<file path="config.mk">
export PLATFORM = sky130hd
export DESIGN_NAME = flash_cmd_guard
export DESIGN_NICKNAME = d
export VERILOG_FILES = /design/src/rtl/fcg_pkg.sv /design/src/rtl/fcg_decide.sv /design/src/rtl/fcg_status.sv /design/src/rtl/fcg_engine_if.sv /design/src/rtl/flash_cmd_guard.sv
export SDC_FILE = /design/constraint.sdc
export NUM_CORES = 1
export LEC_CHECK = 0
export ABC_AREA = 1
export BUFFER_PORTS_ARGS = -buffer_cell sky130_fd_sc_hd__buf_4
export CAP_MARGIN = 20
export CORE_ASPECT_RATIO = 0.7
export CORE_MARGIN = 4
export CORE_UTILIZATION = 44
export CTS_CLUSTER_DIAMETER = 120
export DETAILED_ROUTE_END_ITERATION = 8
export PLACE_DENSITY_LB_ADDON = 0.3
export SYNTH_ARGS = -nofsm -noshare
export SYNTH_HDL_FRONTEND = slang
export SYNTH_SLANG_ARGS = --single-unit
</file>
<file path="constraint.sdc">
create_clock -name clk -period 3.46 [get_ports clk]
set_input_delay 0.173 -clock clk [delete_from_list [all_inputs] [get_ports clk]]
set_output_delay 0.173 -clock clk [all_outputs]
set_load 0.02 [all_outputs]
</file>
<file path="src/rtl/fcg_pkg.sv">
package fcg_pkg;
  localparam int CODE_W = 3;
  typedef enum logic [CODE_W-1:0] {
    C_PROG  = 3'd1,
    C_ERASE = 3'd2,
    C_SUSP  = 3'd3,
    C_CLEAR = 3'd4
  } cmd_e;
  localparam logic [1:0] KEY_OPEN = 2'b01;
  localparam logic [1:0] MODE_READ = 2'b00;
  localparam logic [7:0] CLR_STAT = 8'h10;
endpackage

</file>
<file path="src/rtl/fcg_decide.sv">
module fcg_decide
  import fcg_pkg::*;
#(
  parameter int NBLK  = 16,
  parameter int ACC_W = 8,
  localparam int BLK_W = (NBLK > 1) ? $clog2(NBLK) : 1
) (
  input  logic              cmd_valid,
  input  logic [CODE_W-1:0] cmd_code,
  input  logic [BLK_W-1:0]  cmd_blk,
  input  logic [1:0]        wen_key,
  input  logic [1:0]        mode_ent,
  input  logic [NBLK-1:0]   blk_wr_ok,
  input  logic              lock_ovr,
  input  logic [ACC_W-1:0]  acc_stat,
  input  logic              locked,
  input  logic              busy,
  input  logic              evt_any,
  output logic              viol_ill,
  output logic              viol_prg,
  output logic              viol_ers,
  output logic              accept,
  output logic              clr_go
);
  logic is_prog, is_ers, is_susp, is_clr, known, key_ok, blk_ok, rd_mode;

  always_comb begin
    is_prog = (cmd_code == C_PROG);
    is_ers  = (cmd_code == C_ERASE);
    is_susp = (cmd_code == C_SUSP);
    is_clr  = (cmd_code == C_CLEAR);
    known   = is_prog | is_ers | is_susp | is_clr;
    key_ok  = (wen_key == KEY_OPEN);
    rd_mode = (mode_ent == MODE_READ);
    blk_ok  = lock_ovr;
    if (int'(cmd_blk) < NBLK) blk_ok = lock_ovr | blk_wr_ok[cmd_blk];
  end

  always_comb begin
    viol_ill = 1'b0;
    viol_prg = 1'b0;
    viol_ers = 1'b0;
    accept   = 1'b0;
    clr_go   = 1'b0;
    if (cmd_valid) begin
      if (locked) begin
        clr_go   = is_clr && (acc_stat == ACC_W'(CLR_STAT));
        viol_ill = !clr_go;
      end else begin
        viol_ill = rd_mode | !known | (busy & !is_susp) | (is_susp & !busy);
        viol_prg = is_prog & (!key_ok | !blk_ok);
        viol_ers = is_ers & (!key_ok | !blk_ok);
        clr_go   = is_clr & !viol_ill;
        accept   = (is_prog | is_ers | is_susp) & !viol_ill & !viol_prg
                   & !viol_ers & !evt_any;
      end
    end
  end
endmodule

</file>
<file path="src/rtl/fcg_status.sv">
module fcg_status (
  input  logic clk,
  input  logic rst_n,
  input  logic clr_go,
  input  logic set_ill,
  input  logic set_ers,
  input  logic set_prg,
  input  logic set_ctl,
  input  logic set_acc,
  output logic locked,
  output logic [4:0] flags
);
  logic       locked_n;
  logic [4:0] flags_n;
  logic [4:0] set_v;

  always_comb begin
    set_v    = {set_acc, set_ctl, set_prg, set_ers, set_ill};
    flags_n  = clr_go ? 5'b0 : flags;
    flags_n  = flags_n | set_v;
    locked_n = ((clr_go ? 1'b0 : locked)) | (|set_v);
  end

  always_ff @(posedge clk or negedge rst_n) begin
    if (!rst_n) begin
      locked <= 1'b0;
      flags  <= 5'b0;
    end else begin
      locked <= locked_n;
      flags  <= flags_n;
    end
  end


  flag_sticky_chk: assert property (@(posedge clk) disable iff (!rst_n)
    (flags[0] && !clr_go) |=> flags[0]);

  flag_implies_lock_chk: assert property (@(posedge clk) disable iff (!rst_n)
    (|flags) |-> locked);

  lock_release_chk: assert property (@(posedge clk) disable iff (!rst_n)
    $fell(locked) |-> $past(clr_go));
endmodule

</file>
<file path="src/rtl/fcg_engine_if.sv">
module fcg_engine_if
  import fcg_pkg::*;
#(
  parameter int BLK_W = 4
) (
  input  logic              clk,
  input  logic              rst_n,
  input  logic              accept,
  input  logic [CODE_W-1:0] cmd_code,
  input  logic [BLK_W-1:0]  cmd_blk,
  input  logic              eng_done,
  output logic              start,
  output logic [CODE_W-1:0] code_q,
  output logic [BLK_W-1:0]  blk_q,
  output logic              busy
);
  logic busy_n, pe_go;

  always_comb begin
    pe_go  = accept && (cmd_code == C_PROG || cmd_code == C_ERASE);
    busy_n = busy;
    if (pe_go) busy_n = 1'b1;
    else if (eng_done) busy_n = 1'b0;
  end

  always_ff @(posedge clk or negedge rst_n) begin
    if (!rst_n) begin
      start  <= 1'b0;
      code_q <= '0;
      blk_q  <= '0;
      busy   <= 1'b0;
    end else begin
      start <= accept;
      busy  <= busy_n;
      if (accept) begin
        code_q <= cmd_code;
        blk_q  <= cmd_blk;
      end
    end
  end


  busy_hold_chk: assert property (@(posedge clk) disable iff (!rst_n)
    (busy && !eng_done) |=> busy);

  start_single_chk: assert property (@(posedge clk) disable iff (!rst_n)
    start |-> $past(accept));
endmodule

</file>
<file path="src/rtl/flash_cmd_guard.sv">
module flash_cmd_guard
  import fcg_pkg::*;
#(
  parameter int NBLK  = 16,
  parameter int ACC_W = 8,
  localparam int BLK_W = (NBLK > 1) ? $clog2(NBLK) : 1
) (
  input  logic              clk,
  input  logic              rst_n,
  input  logic              cmd_valid,
  input  logic [2:0]        cmd_code,
  input  logic [BLK_W-1:0]  cmd_blk,
  input  logic [1:0]        wen_key,
  input  logic [1:0]        mode_ent,
  input  logic [NBLK-1:0]   blk_wr_ok,
  input  logic              lock_ovr,
  input  logic [ACC_W-1:0]  acc_stat,
  input  logic              irq_en_lock,
  input  logic              irq_en_acc,
  input  logic              eng_fault,
  input  logic              acc_viol,
  input  logic              eng_done,
  output logic              eng_start,
  output logic [2:0]        eng_code,
  output logic [BLK_W-1:0]  eng_blk,
  output logic              op_busy,
  output logic              cmd_locked,
  output logic              flg_illegal,
  output logic              flg_erase,
  output logic              flg_prog,
  output logic              flg_ctrl,
  output logic              flg_acc,
  output logic              irq
);
  logic       viol_ill, viol_prg, viol_ers, accept, clr_go;
  logic [4:0] flags;

  fcg_decide #(.NBLK(NBLK), .ACC_W(ACC_W)) u_decide (
    .cmd_valid (cmd_valid),
    .cmd_code  (cmd_code),
    .cmd_blk   (cmd_blk),
    .wen_key   (wen_key),
    .mode_ent  (mode_ent),
    .blk_wr_ok (blk_wr_ok),
    .lock_ovr  (lock_ovr),
    .acc_stat  (acc_stat),
    .locked    (cmd_locked),
    .busy      (op_busy),
    .evt_any   (eng_fault | acc_viol),
    .viol_ill  (viol_ill),
    .viol_prg  (viol_prg),
    .viol_ers  (viol_ers),
    .accept    (accept),
    .clr_go    (clr_go)
  );

  fcg_status u_status (
    .clk     (clk),
    .rst_n   (rst_n),
    .clr_go  (clr_go),
    .set_ill (viol_ill),
    .set_ers (viol_ers),
    .set_prg (viol_prg),
    .set_ctl (eng_fault),
    .set_acc (acc_viol),
    .locked  (cmd_locked),
    .flags   (flags)
  );

  fcg_engine_if #(.BLK_W(BLK_W)) u_eng (
    .clk      (clk),
    .rst_n    (rst_n),
    .accept   (accept),
    .cmd_code (cmd_code),
    .cmd_blk  (cmd_blk),
    .eng_done (eng_done),
    .start    (eng_start),
    .code_q   (eng_code),
    .blk_q    (eng_blk),
    .busy     (op_busy)
  );

  always_comb begin
    flg_illegal = flags[0];
    flg_erase   = flags[1];
    flg_prog    = flags[2];
    flg_ctrl    = flags[3];
    flg_acc     = flags[4];
    irq         = (irq_en_lock & cmd_locked) | (irq_en_acc & flg_acc);
  end


  no_start_locked_chk: assert property (@(posedge clk) disable iff (!rst_n)
    eng_start |-> !cmd_locked);

  irq_source_chk: assert property (@(posedge clk) disable iff (!rst_n)
    irq |-> (cmd_locked || flg_acc));
endmodule

</file>
==> results.yml, run 1 <==
power_and_ir_drop:
  seqPwrFrac: 0.486
  power_frac_clock: 0.280
  p_leak_nw: 0.797
  p_int_w: 0.000265
  vdd.ir_drop.worst_uv: 113
  power_density_nw_per_um2: 255
  sw_frac_of_total: 0.266
  comb_power_share: 0.234
  netSwitchingPower_w: 0.0000961
timing:
  min_period_ps: 1460
  maxSlewHeadroom: 0.756
  fin_tns_setup_ps: 0
  max_freq_mhz: 684
  drv_slew: 0
  hold_viol_final: 0
  fin_worst_skew_ps: 4.62
  rsz0062_at_grt: "no"
  finalSetupViolations: 0
  tightest_slew_ps: 365
  finalCritPeriodShare: 0.422
detailed_routing:
  via_count: 1072
  ant_nets: 0
  avgRoutedWirePerCell_um: 13.2
  drc: 0
  routed_wl_um: 2820
  avgViaCountPerCell: 5.03
  drt_iter0_drc: 37
  first_pass_iters: 4
critical_path:
  crit_type: "flip-flop to flip-flop"
  worstReg2RegStart: "u_status.locked$_DFF_PN0_"
  worstSetupStartpointType: "flip-flop"
  crit_path_end_kind: "flip-flop"
  reg2reg_depth: 8
  worstReg2RegEnd: "u_eng.blk_q[1]$_DFFE_PN0P_"
  arrival_ps: 1640
  cp.required_ps: 3640
  path_max_fanout: 8
  r2r_slack_ps: 2000
finish:
  mostFrequentLayoutCell: "buf_4"
  layout.cells.non_filler: 213
  drive_gt1_frac: 0.372
  fin_util: 0.739
  n_antenna_cell: 0
  area_delta_synth_final_pct: 54.4
  nets: 236
  final_cell_mix: "buf_4, nand2_1, nand3_1, dfrtp_1, inv_1"
  fin_area_um2: 1420
clock_tree:
  clk_pin_slew_worst_paths_ps: 90
  cts_buffers: 3
  cts_tree: "yes"
  cts_resized: 0
  clock_path_buffers: 2
  clk_latency_ps: 280
  clock-sinks: 15
  clockRootBuffer: "clkbuf_4"
  cts-htree-levels: 1
min_path:
  holdPathStages: 2
  hold_path.class: "primary input to flip-flop"
  min_to: "u_status.flags[4]$_DFF_PN0_"
  hp-start: "acc_viol"
placed_design:
  io_buffers: 59
  place_area_um2: 1380
  hpwl_um: 2390
  globalplace.congestion: 0.840
  dp.cells: 208
synth:
  yosys.area.top_type: "dfrtp_1"
  synthesis.area_um2: 918
  yosysUniqueCellTypes: 22
  synth.area.top_cells: "dfrtp_1, nand2_1, nand3_1"
  ys_seq_elements: 15
  synth_nets: 172
  syn-instance-count: 128
  syn_avg_cell_area_um2: 7.17
  synth_enable_flop_cells: 0
  ys_seq_area_frac: 0.409
  synth_top_area_share: 0.409
  ys_warn_count: 0
  async_flop_share: 1.00
  synth_ff_type: "dfrtp_1"
global_routing:
  grt_overflow: 0
  grt_pass1_vias: 1040
  grt_pass1_wl_um: 4360
  antenna_found_initial: 0
  grt_max_degree: 16
  grt_usage: 0.198
floorplan:
  start_util: 0.478
  rows: 13
  fp.dieH_um: 46.2
  die_w_um: 62.6
  core_um2: 1920
  die_area_um2: 2890
  ioPinCount: 60
flow_run:
  drv_cap: 0
status:
  status: "complete, no violations"
how the worst max path moves through the flow:
stage	from	end	slack [ps]
after CTS	u_status.locked$_DFF_PN0_	u_eng.blk_q[0]$_DFFE_PN0P_	2010
after detailed placement	cmd_code[1]	u_eng.blk_q[0]$_DFFE_PN0P_	2000
after global placement	u_status.locked$_DFF_PN0_	u_eng.blk_q[1]$_DFFE_PN0P_	2050
after global routing	u_status.locked$_DFF_PN0_	u_eng.blk_q[1]$_DFFE_PN0P_	1830
after floorplan	u_status.locked$_DFF_PN0_	u_eng.blk_q[0]$_DFFE_PN0P_	2060
final	u_status.locked$_DFF_PN0_	u_eng.blk_q[1]$_DFFE_PN0P_	2000
Yosys cell counts, types with 2 or more instances:
cell	instances
nand2_1	50
nand3_1	25
dfrtp_1	15
inv_1	13
o21ai_0	4
a21o_1	2
nand2_4	2
nor2_1	2
nor4_1	2
cells by family after synthesis:
logic type	count (synthesis)	share of synthesized area
AO/OA/AOI/OAI	10	0.0790
buffers and inverters	16	0.0722
flip-flops	15	0.409
AND/OR/NAND/NOR	87	0.440
routing by layer:
layer / wire length [µm] / track usage / part of all wire / vias up
met5: 0 / 0 / 0 / -
met4: 43 / 0.0746 / 0.015 / 0
met3: 178 / 0.0488 / 0.063 / 7
met2: 1440 / 0.369 / 0.51 / 44
met1: 1160 / 0.229 / 0.41 / 478
li1: - / - / - / 543
what timing repair did:
| item | in CTS | in global routing |
|---|---|---|
| hold buffers | 1 | 0 |
| hold endpoints to repair | 15 | 0 |
| setup buffers | 0 | 0 |
power by group through the flow:
stage               clock [W]  sequential [W]  combinational [W]
floorplan                   0        0.000180          0.0000312
global placement            0        0.000179          0.0000797
detailed placement          0        0.000179          0.0000832
CTS                  0.000101        0.000176          0.0000843
global route         0.000110        0.000176          0.0000929
finish               0.000101        0.000176          0.0000845
critical path: stages (launching register included):
cell and delay [ps]:
dfrtp_1 450, inv_1 90, nand2_1 50, inv_1 80
nand2_1 90, nor3_4 350, nand2_4 120, nand2_1 80
nand2_1 50
flip-flops by register name (all words and copies together), names as in the netlist:
name / flops
u_status.locked: 1
u_eng.blk_q: 4
u_eng.start: 1
u_status.flags: 5
u_eng.busy: 1
u_eng.code_q: 3
area by class of cell:
class                      count  area, µm²
tap                           22       27.5
inverter                      15       58.8
multi-input combinational     97        477
timing repair buffer          60        453
sequential                    15        375
fill                         170        502
clock buffer                   4       26.3
per-stage QoR:
step                      total power (W)  hold WS, ps  worst slack, ps
after floorplan                  0.000211         -123             2060
after global placement           0.000259         29.8             2050
after detailed placement         0.000262         34.3             2000
after CTS                        0.000362         71.0             2010
after global routing             0.000379         71.8             1830
final                            0.000362         74.9             2000
Power figures use the tool's default switching activity.
==> run 2, diff against run 1 <==
--- a/config.mk
+++ b/config.mk
@@ -5,12 +5,12 @@
 export SDC_FILE = /design/constraint.sdc
 export NUM_CORES = 1
 export LEC_CHECK = 0
-export ABC_AREA = 1
+export ABC_AREA = 0
 export BUFFER_PORTS_ARGS = -buffer_cell sky130_fd_sc_hd__buf_4
 export CAP_MARGIN = 20
 export CORE_ASPECT_RATIO = 0.7
 export CORE_MARGIN = 4
-export CORE_UTILIZATION = 44
+export CORE_UTILIZATION = 41
 export CTS_CLUSTER_DIAMETER = 120
 export DETAILED_ROUTE_END_ITERATION = 8
 export PLACE_DENSITY_LB_ADDON = 0.3
==> constraint.sdc (replaced) <==
create_clock -name clk -period 1.4 [get_ports clk]
set_input_delay 0.07 -clock clk [delete_from_list [all_inputs] [get_ports clk]]
set_output_delay 0.07 -clock clk [all_outputs]
set_load 0.02 [all_outputs]
==> run 2 against run 1 <==
Net effect:
- the flow now finishes with violations (negative setup slack)
- first-iteration DRC count rose to 2.6 times the previous value
- die area grew 3.2%
- flip-flop and latch count unchanged
- cell count is 9.9% lower
- critical path depth stayed put
- hold slack worse by 44 ps
- power increased to 2.8 times the previous value
- maximum frequency is 24% lower
- clock power rose to 2.5 times the previous value
==> results.yml, run 2 <==
detailed_routing:
  routed_wl_um: 4420
  drc: 0
  drt_iter0_drc: 96
  avgViaCountPerCell: 5.99
  ant_nets: 0
  avgRoutedWirePerCell_um: 23.0
  via_count: 1151
  first_pass_iters: 4
finish:
  nets: 215
  num-fill-cells: 84
  multi_input_area_um2: 573
  n_antenna_cell: 0
  ff_latch_area_um2: 377
  top_regs: "u_status.flags: 5 flops, u_eng.blk_q: 4 flops, u_eng.code_q: 3 flops"
  fin_util: 0.902
  largest_reg_flops: 5
  top_register: "u_status.flags"
  area_delta_synth_final_pct: 98.2
  drive_gt1_frac: 0.671
  mostFrequentLayoutCell: "buf_4"
  final_cell_mix: "buf_4, dfrtp_1, inv_1, mux2_4"
critical_path:
  cp.required_ps: 1580
  crit_path_end_kind: "flip-flop"
  worstReg2RegStart: "u_eng.busy$_DFFE_PN0P_"
  crit_type: "flip-flop to flip-flop"
  worstReg2RegEnd: "u_eng.code_q[1]$_DFFE_PN0P_"
  slowest_delay_ps: 440
  path_max_fanout: 7
  arrival_ps: 2100
  crit_start: "u_eng.busy$_DFFE_PN0P_"
  worstSetupStartpointType: "flip-flop"
  r2r_slack_ps: -520
  cp_slowest_cell: "dfrtp_2"
  path_cells: "buf_4, inv_1, a32o_1, o22ai_2, nand4bb_4, a21oi_4, buf_12, mux2_4"
  reg2reg_depth: 8
min_path:
  min_to: "u_eng.blk_q[1]$_DFFE_PN0P_"
  hp-start: "cmd_blk[1]"
  holdPathStages: 2
  hold_path.class: "primary input to flip-flop"
clock_tree:
  clk_latency_ps: 290
  clockRootBuffer: "clkbuf_4"
  clock_path_buffers: 2
  cts_tree: "yes"
  cts_buffers: 3
  clock-sinks: 15
  clk_pin_slew_worst_paths_ps: 90
  cts-htree-levels: 1
synth:
  yosysUniqueCellTypes: 28
  synthMostInstantiatedCell: "dfrtp_1"
  ys_warn_count: 0
  async_flop_share: 1.00
  synth_ff_type: "dfrtp_1"
  synth_enable_flop_cells: 0
  syn-instance-count: 76
  synth_nets: 120
  ys_seq_elements: 15
  synth.area.top_cells: "dfrtp_1, mux2_4, mux4_2"
  yosys.area.top_type: "dfrtp_1"
  synth_top_area_share: 0.423
  ys_seq_area_frac: 0.423
  synth_common_cells: "dfrtp_1, inv_1, mux2_4, mux2i_1"
  synthesis.area_um2: 888
  syn_avg_cell_area_um2: 11.7
timing:
  tightest_slew_ps: 547
  fin_tns_setup_ps: -5820
  min_period_ps: 1920
  maxSlewHeadroom: 0.630
  hold_viol_final: 0
  finalSetupViolations: 15
  rsz0062_at_grt: "yes"
  finalCritPeriodShare: 1.37
  fin_worst_skew_ps: 3.44
  drv_slew: 0
  fin_ws_ps: -517
  max_freq_mhz: 522
power_and_ir_drop:
  power_density_nw_per_um2: 571
  p_leak_nw: 0.848
  vdd.ir_drop.worst_uv: 554
global_routing:
  grt_pass1_vias: 1159
  grt_max_degree: 16
  antenna_found_initial: 0
  grt_usage: 0.288
  grt_overflow: 0
  grt_pass1_wl_um: 6270
floorplan:
  die_area_um2: 2990
  start_util: 0.455
  fp.dieH_um: 46.9
  core_um2: 1950
  ioPinCount: 60
  rows: 13
  die_w_um: 63.6
flow_run:
  drv_cap: 0
placed_design:
  io_buffers: 59
  hpwl_um: 2530
  globalplace.congestion: 0.811
status:
  violations: "negative setup slack"
  status: "finished with violations"
==> run 2: how the worst max path moves through the flow <==
stage                                       end  slack, ps  depth (start not counted)
floorplan            u_eng.blk_q[0]$_DFFE_PN0P_       -580                          7
global placement     u_eng.blk_q[0]$_DFFE_PN0P_       -660                          7
detailed placement  u_eng.code_q[1]$_DFFE_PN0P_       -750                          7
CTS                  u_eng.blk_q[0]$_DFFE_PN0P_       -420                          7
global route         u_eng.blk_q[0]$_DFFE_PN0P_       -560                          8
finish              u_eng.code_q[1]$_DFFE_PN0P_       -520                          8
==> run 2: metrics by stage <==
step                      hold WS, ps  area (µm²)  setup slack, ps  power (W)  instances
final                            30.8        1760             -517    0.00101        192
after global routing             13.4        1760             -564    0.00105        192
after CTS                        21.5        1710             -425   0.000966        191
after detailed placement        -64.9        1530             -748   0.000691        178
after global placement          -67.6        1530             -657   0.000681        178
after floorplan                  -226         910             -576   0.000525         76
==> run 2: logic make-up after synthesis <==
logic type	count (synthesis)	share of synthesized area
and+or+nand+nor	20	0.130
DFF	15	0.423
buffers and inverters	7	0.0380
AOI/OAI and AO/OA	21	0.193
muxes	13	0.217
==> run 2: what timing repair did <==
item | CTS | global route
hold buffers | 4 | 0
resized for setup | 14 | 11
pin swaps | 7 | 5
setup endpoints to repair | 15 | 15
endpoints found under the hold margin | 18 | 0
gates cloned | 0 | 0
buffers inserted | 11 | 4
==> run 2: cell type report <==
cell class	instances	area share
clock buffer	3	0.0128
clock inverter	1	0.00284
inverter	6	0.0128
multi-input combinational	54	0.326
sequential	15	0.214
tap	22	0.0156
timing repair buffer	91	0.416
==> run 2: worst max-delay path: cells and delay by family (launching register included) <==
family                 cells  cell delay [ps]
AOI/OAI and AO/OA          3              440
buffers and inverters      3              360
DFF                        1              440
muxes                      1              300
and+or+nand+nor            1              250
==> run 2: power by group <==
part,internal (W),switching [W]
Clock,0.000106,0.000149
Sequential,0.000435,0.00000233
Combinational,0.000186,0.000127
==> run 2: routing by layer <==
layer / vias to the layer above / part of all wire / track usage
li1: 478 / - / -
met5: - / 0 / 0
met1: 541 / 0.38 / 0.350
met2: 96 / 0.46 / 0.498
met3: 36 / 0.092 / 0.0766
met4: 0 / 0.069 / 0.133
